$ cat src/rtl/frac_lut_pkg.sv
package frac_lut_pkg;
  localparam int LUT_INPUTS = 4;
  localparam int SPLIT_TAP  = 2;

  typedef enum logic {
    IN2_FROM_GIN   = 1'b0,
    IN2_FROM_CARRY = 1'b1
  } in2_src_e;

  typedef enum logic {
    FF_FROM_LUT = 1'b0,
    FF_FROM_GIN = 1'b1
  } ff_src_e;
endpackage

$ cat src/rtl/lut_mux_tree.sv
module lut_mux_tree #(
  parameter int K       = 4,
  parameter int TAP_LVL = 2,
  parameter int CFG_W   = 1 << K
) (
  input  logic [CFG_W-1:0] table_bits,
  input  logic [K-1:0]     sel,
  output logic             full_o,
  output logic [1:0]       tap_o
);
  localparam int TAP_N = CFG_W >> TAP_LVL;

  for (genvar l = 0; l <= K; l++) begin : g_lvl
    localparam int N = CFG_W >> l;
    logic [N-1:0] v;
    if (l == 0) begin : g_root
      assign v = table_bits;
    end else begin : g_node
      for (genvar j = 0; j < N; j++) begin : g_mux
        assign v[j] = sel[l-1] ? g_lvl[l-1].v[2*j+1] : g_lvl[l-1].v[2*j];
      end
    end
  end

  assign full_o = g_lvl[K].v[0];
  assign tap_o  = g_lvl[TAP_LVL].v[TAP_N-1 -: 2];
endmodule

$ cat src/rtl/lut_carry_link.sv
module lut_carry_link (
  input  logic prop,
  input  logic gen_d,
  input  logic cin,
  output logic cout
);
  always_comb begin
    if (prop) cout = cin;
    else      cout = gen_d;
  end
endmodule

$ cat src/rtl/lut_out_reg.sv
module lut_out_reg
  import frac_lut_pkg::*;
(
  input  logic    clk,
  input  logic    rst,
  input  ff_src_e src_sel,
  input  logic    lut_d,
  input  logic    byp_d,
  output logic    q
);
  logic d_sel;
  assign d_sel = (src_sel == FF_FROM_GIN) ? byp_d : lut_d;

  always_ff @(posedge clk) begin
    if (rst) q <= 1'b0;
    else     q <= d_sel;
  end

  AST_REG_CLEAR: assert property (@(posedge clk) rst |=> (q == 1'b0));
  AST_REG_LOAD: assert property (@(posedge clk) disable iff (rst)
    1'b1 |=> (q == ($past(src_sel) == FF_FROM_GIN ? $past(byp_d) : $past(lut_d))));
endmodule

$ cat src/rtl/frac_lut_cell.sv
module frac_lut_cell
  import frac_lut_pkg::*;
#(
  parameter int K       = LUT_INPUTS,
  parameter int TAP_LVL = SPLIT_TAP,
  parameter int CFG_W   = 1 << K
) (
  input  logic             clk,
  input  logic             rst,
  input  logic [K-1:0]     gin,
  input  logic             carry_i,
  input  logic [CFG_W-1:0] cfg_table,
  input  logic             cfg_split,
  input  logic             cfg_in2_sel,
  input  logic             cfg_ff_sel,
  output logic             comb_o,
  output logic [1:0]       half_o,
  output logic             reg_o,
  output logic             carry_o
);
  localparam int IN2_IDX = 2;
  localparam int TOP_IDX = K - 1;

  in2_src_e   in2_src;
  ff_src_e    ff_src;
  logic [K-1:0] lut_sel;

  assign in2_src = in2_src_e'(cfg_in2_sel);
  assign ff_src  = ff_src_e'(cfg_ff_sel);

  always_comb begin
    lut_sel          = gin;
    lut_sel[IN2_IDX] = (in2_src == IN2_FROM_CARRY) ? carry_i : gin[IN2_IDX];
    lut_sel[TOP_IDX] = gin[TOP_IDX] | cfg_split;
  end

  lut_mux_tree #(.K(K), .TAP_LVL(TAP_LVL), .CFG_W(CFG_W)) u_tree (
    .table_bits (cfg_table),
    .sel        (lut_sel),
    .full_o     (comb_o),
    .tap_o      (half_o)
  );

  lut_carry_link u_carry (
    .prop  (half_o[0]),
    .gen_d (half_o[1]),
    .cin   (carry_i),
    .cout  (carry_o)
  );

  lut_out_reg u_reg (
    .clk     (clk),
    .rst     (rst),
    .src_sel (ff_src),
    .lut_d   (comb_o),
    .byp_d   (gin[TOP_IDX]),
    .q       (reg_o)
  );

  AST_SPLIT_RESULT: assert property (@(posedge clk) disable iff (rst)
    cfg_split |-> (comb_o == (lut_sel[IN2_IDX] ? half_o[1] : half_o[0])));
  AST_CARRY_PASS: assert property (@(posedge clk) disable iff (rst)
    half_o[0] |-> (carry_o == carry_i));
  AST_CARRY_GEN: assert property (@(posedge clk) disable iff (rst)
    !half_o[0] |-> (carry_o == half_o[1]));
  AST_IN2_CARRY: assert property (@(posedge clk) disable iff (rst)
    (cfg_in2_sel && !cfg_split && !gin[TOP_IDX]) |->
      (comb_o == cfg_table[{1'b0, carry_i, gin[1:0]}]));
endmodule

$ cat config.mk
export PLATFORM = sky130hd
export DESIGN_NAME = frac_lut_cell
export DESIGN_NICKNAME = d
export VERILOG_FILES = /design/src/rtl/frac_lut_pkg.sv /design/src/rtl/lut_mux_tree.sv /design/src/rtl/lut_carry_link.sv /design/src/rtl/lut_out_reg.sv /design/src/rtl/frac_lut_cell.sv
export SDC_FILE = /design/constraint.sdc
export NUM_CORES = 1
export LEC_CHECK = 0
export ABC_AREA = 1
export BUFFER_PORTS_ARGS = -buffer_cell sky130_fd_sc_hd__buf_2
export CAP_MARGIN = 25
export CORE_AREA = 2 2 39 41
export DETAILED_ROUTE_END_ITERATION = 7
export DIE_AREA = 0 0 41 43
export PLACE_DENSITY = 0.67
export SLEW_MARGIN = 20
export SYNTH_ARGS = -nofsm -noshare
export SYNTH_HDL_FRONTEND = slang
export SYNTH_SLANG_ARGS = --single-unit
$ cat constraint.sdc
create_clock -name clk -period 1.4 [get_ports clk]
set_input_delay 0.28 -clock clk [delete_from_list [all_inputs] [get_ports clk]]
set_output_delay 0.28 -clock clk [all_outputs]
set_load 0.03 [all_outputs]
======== Word level (Yosys, flattened, before mapping) ========
Index checks and enable logic that the tools add are counted.
cells by class
  muxes and demuxes ....................... 18
  bitwise gates (word level) .............. 1
operators with widths
  cell               count
  two-way mux 1 bit  18
  OR 1 bit           1
word-level totals
  flip-flop bits (word level) ............. 1
  logic and storage cells ................. 20

======== Logic depth before layout (Yosys ltp) ========
  word-level depth ........................ 5
  gate-level depth with buffers ........... 10
  mapped depth without buffers ............ 9

======== Cells and area by module ========
A second synthesis with hierarchy kept.
second synthesis, totals
  cells, all modules ...................... 62
  area, all modules ....................... 317.8 sq um
modules (own cells, without submodules)
  module          sequential area each (sq um)  cells an instance  area each (sq um)  times used
  lut_mux_tree    0.0                           46                 236.5              1
  lut_out_reg     20.0                          7                  45.0               1
  frac_lut_cell   0.0                           5                  21.3               1
  lut_carry_link  0.0                           4                  15.0               1

======== Worst setup path before layout ========
Ideal clock, no wire load.
  kind .................................... input port to output port
  from .................................... input port gin[0]
  to ...................................... output port carry_o
  stages on the path ...................... 7
  path buffers ............................ 1
  path slack .............................. -0.007 ns
  arrival ................................. 1.127 ns
  cell sequence ........................... buf_6 -> inv_8 -> nand2_2 -> nand3_2 -> nand2_2 -> inv_1 -> o21ai_1
between the ends
  word-level cells in the longest chain between the ends .. 3
  elaborated cells on any way between the ends .. 7
  classes of those cells .................. 7 x mux
ends and longest elaborated chain
  what                    line                 source
  start, declared         frac_lut_cell.sv:10  input logic [K-1:0] gin,
  two-way mux 1 bit       lut_mux_tree.sv:20   assign v[j] = sel[l-1] ? g_lvl[l-1].v[2*j+1] : g_lvl[l-1].v[2*j];
  two-way mux 1 bit *     lut_mux_tree.sv:20
  named net u_carry.prop  lut_carry_link.sv:2  input logic prop,
  two-way mux 1 bit *     lut_carry_link.sv:8  if (prop) cout = cin;
  end, declared           frac_lut_cell.sv:19  output logic carry_o
The timed path passes the listed nets; every way through them passes the cells marked *.

======== Worst setup path in the final report ========
  from .................................... input port gin[0]
  to ...................................... output port comb_o
between the ends
  word-level cells in the longest chain between the ends .. 4
  elaborated cells on any way between the ends .. 15
  classes of those cells .................. 15 x mux
ends and longest elaborated chain
  what                            line                 source
  two-way mux 1 bit (3 in a row)  lut_mux_tree.sv:20
  two-way mux 1 bit *             lut_mux_tree.sv:20
  end, declared                   frac_lut_cell.sv:16  output logic comb_o,
Mark *: on every way between the ends. The rest lies on a longest branch, timed or not.

==> impl_metrics.ini <==
[power_and_ir_drop]
fin_total_pwr_uw = 233
p_leak_uw = 0.000337
powerDensity_nw_per_um2 = 433
vdd_drop_max_uv = 113

[routing]
drc = 0
via_per_inst = 4.19
dr.pass1.iters = 4
drt-total-wl_um = 846
vias = 448
routedWlPerCell_um = 7.91
drt_iter0_drc = 6
ant_nets = 0

[timing]
rsz0062_at_grt = no
fin_ws_ns = 0.0898
period_share_pct = 93.6
slew_violations = 0
tightest_slew_ns = 0.161
finalCriticalPeriod_ns = 1.31
fmax_mhz = 763
hold_violations = 0
relSlewSlack_pct = 89.2
setup_viol = 0

[critical_path]
cp.arrival_ns = 1.03
crit_top_cell = nand2_2
cp_slowest_cell = buf_4
cpLargestDelayFamily = simple AND/OR/NAND/NOR gates
critical_path_buf_inv_count = 3
cp-start-kind = input pin
crit_path_end_kind = primary output
required_ns = 1.12
path_cells = buf_4 > inv_8 > nand2_2 > nand3_2 > nand2_2 > nand2_2 > nand3_2 > nand2_2 > buf_6
crit_start = gin[0]
critPathMaxFanout = 9
max_stage_delay_ns = 0.16
crit_type = input pin to primary output

[global_route]
grt-ovfl-total = 0
grt_pass1_vias = 390
grt_use_total_pct = 10.7
grt_pass1_wl_mm = 1.42
grt_max_degree = 10
antenna_found_initial = 0

[place]
dp.cells = 107
place.gp.congestion = 0.700
dp_worst_setup_slack_ns = -0.0514
port_buffers = 30
dp_hpwl_um = 765

[floorplanning]
core_um2 = 1380
die_height_um = 43
rows = 14
start_util_pct = 25.7
io_pins = 31
dieArea_um2 = 1760
die-width_um = 41

[synthesis]
yosys_warnings = 0
synth_cell_types = 13
synthCells = 62
synth-seq-area-share_pct = 5.63
synth_seq_cells = 1
syn_area_um2 = 355
synth_area_per_cell_um2 = 5.73
syn-num-nets = 88

[layout]
largest_reg_flops = 1
fillers = 164
top_register = u_reg.q
drive_gt1_share_pct = 59.3
final_common_cell = buf_2
layout.cells.non_filler = 107
antenna_cells = 0
fin_util_pct = 38.9
layout_common_cells = buf_2, nand2_1, inv_1
syn2layout_area_growth_pct = 51.4
nets = 119
reg_top3 = u_reg.q (1)

[job]
cap_violations = 0

[clock_network]
cts.clk_slew.worst_paths_ns = 0

[min_path]
min_from = rst
min_path_cells = 4
worstHoldEndpoint = u_reg.q
hp-class = input pin to flip-flop

[status]
outcome = complete, no violations
==> cell usage after synthesis <==
| cell type | number | area, um2 |
|---|---|---|
| inv_2 | 1 | 3.75 |
| nand3_1 | 5 | 25.0 |
| o21ai_4 | 1 | 16.3 |
| nor2_1 | 3 | 11.3 |
| buf_6 | 1 | 11.3 |
| o21ai_1 | 1 | 5.00 |
| nand2_1 | 18 | 67.6 |
| inv_8 | 1 | 11.3 |
| inv_1 | 13 | 48.8 |
| buf_4 | 2 | 15.0 |
| nand2_2 | 8 | 50.1 |
| dfxtp_1 | 1 | 20.0 |
| nand3_2 | 7 | 70.1 |
==> power breakdown <==
part | internal (uW) | switching [uW] | total (uW)
logic | 88.1 | 113 | 201
registers | 31.6 | 0.436 | 32.1
clock network | 0 | 0 | 0
total | 120 | 113 | 233
==> worst max-delay path by stage <==
stage / to / slack [ns] / depth (start not counted)
global placement: carry_o / -0.01 / 8
detailed placement: carry_o / -0.05 / 8
CTS: carry_o / 0.008 / 9
floorplan: comb_o / 0.14 / 8
global route: comb_o / 0.001 / 9
finish: comb_o / 0.09 / 9
==> kinds of logic after synthesis <==
kind of cell           after synthesis  synth area share (%)
AND/OR/NAND/NOR                     41                  63.0
buffers and inverters               18                  25.4
AO/OA/AOI/OAI                        2                  5.99
flip-flops                           1                  5.63
==> repair_timing <==
| item | in CTS | in global routing |
|---|---|---|
| pin swaps | 0 | 0 |
| hold buffers | 0 | 0 |
| gates resized for setup | 1 | 9 |
| endpoints found under the setup margin | 2 | 2 |
| buffers inserted | 0 | 0 |
==> layout make-up <==
cell class              count  area, um2  area share, %
well taps                  16       20.0           3.72
inverters                  15       63.8           11.9
multi-input cells          43        254           47.2
flip-flops and latches      1       20.0           3.72
repair buffers             32        180           33.5
==> stage by stage <==
step	hold slack, ns	cell area [um2]	setup TNS (ns)
after floorplan	0.428	359	0
after global placement	0.522	518	-0.0110
after detailed placement	0.522	518	-0.0792
after CTS	0.523	520	0
after global routing	0.538	538	0
final	0.519	538	0
==> layer usage <==
layer  global-route usage (%)  wire (um)  up-vias
met5                        0          0        -
met4                        0          0        0
met3                        0         68        0
met2                     20.6        455       18
met1                     13.0        322      189
li1                         -          -      241
Note: power is estimated with default switching activity, not from simulation.
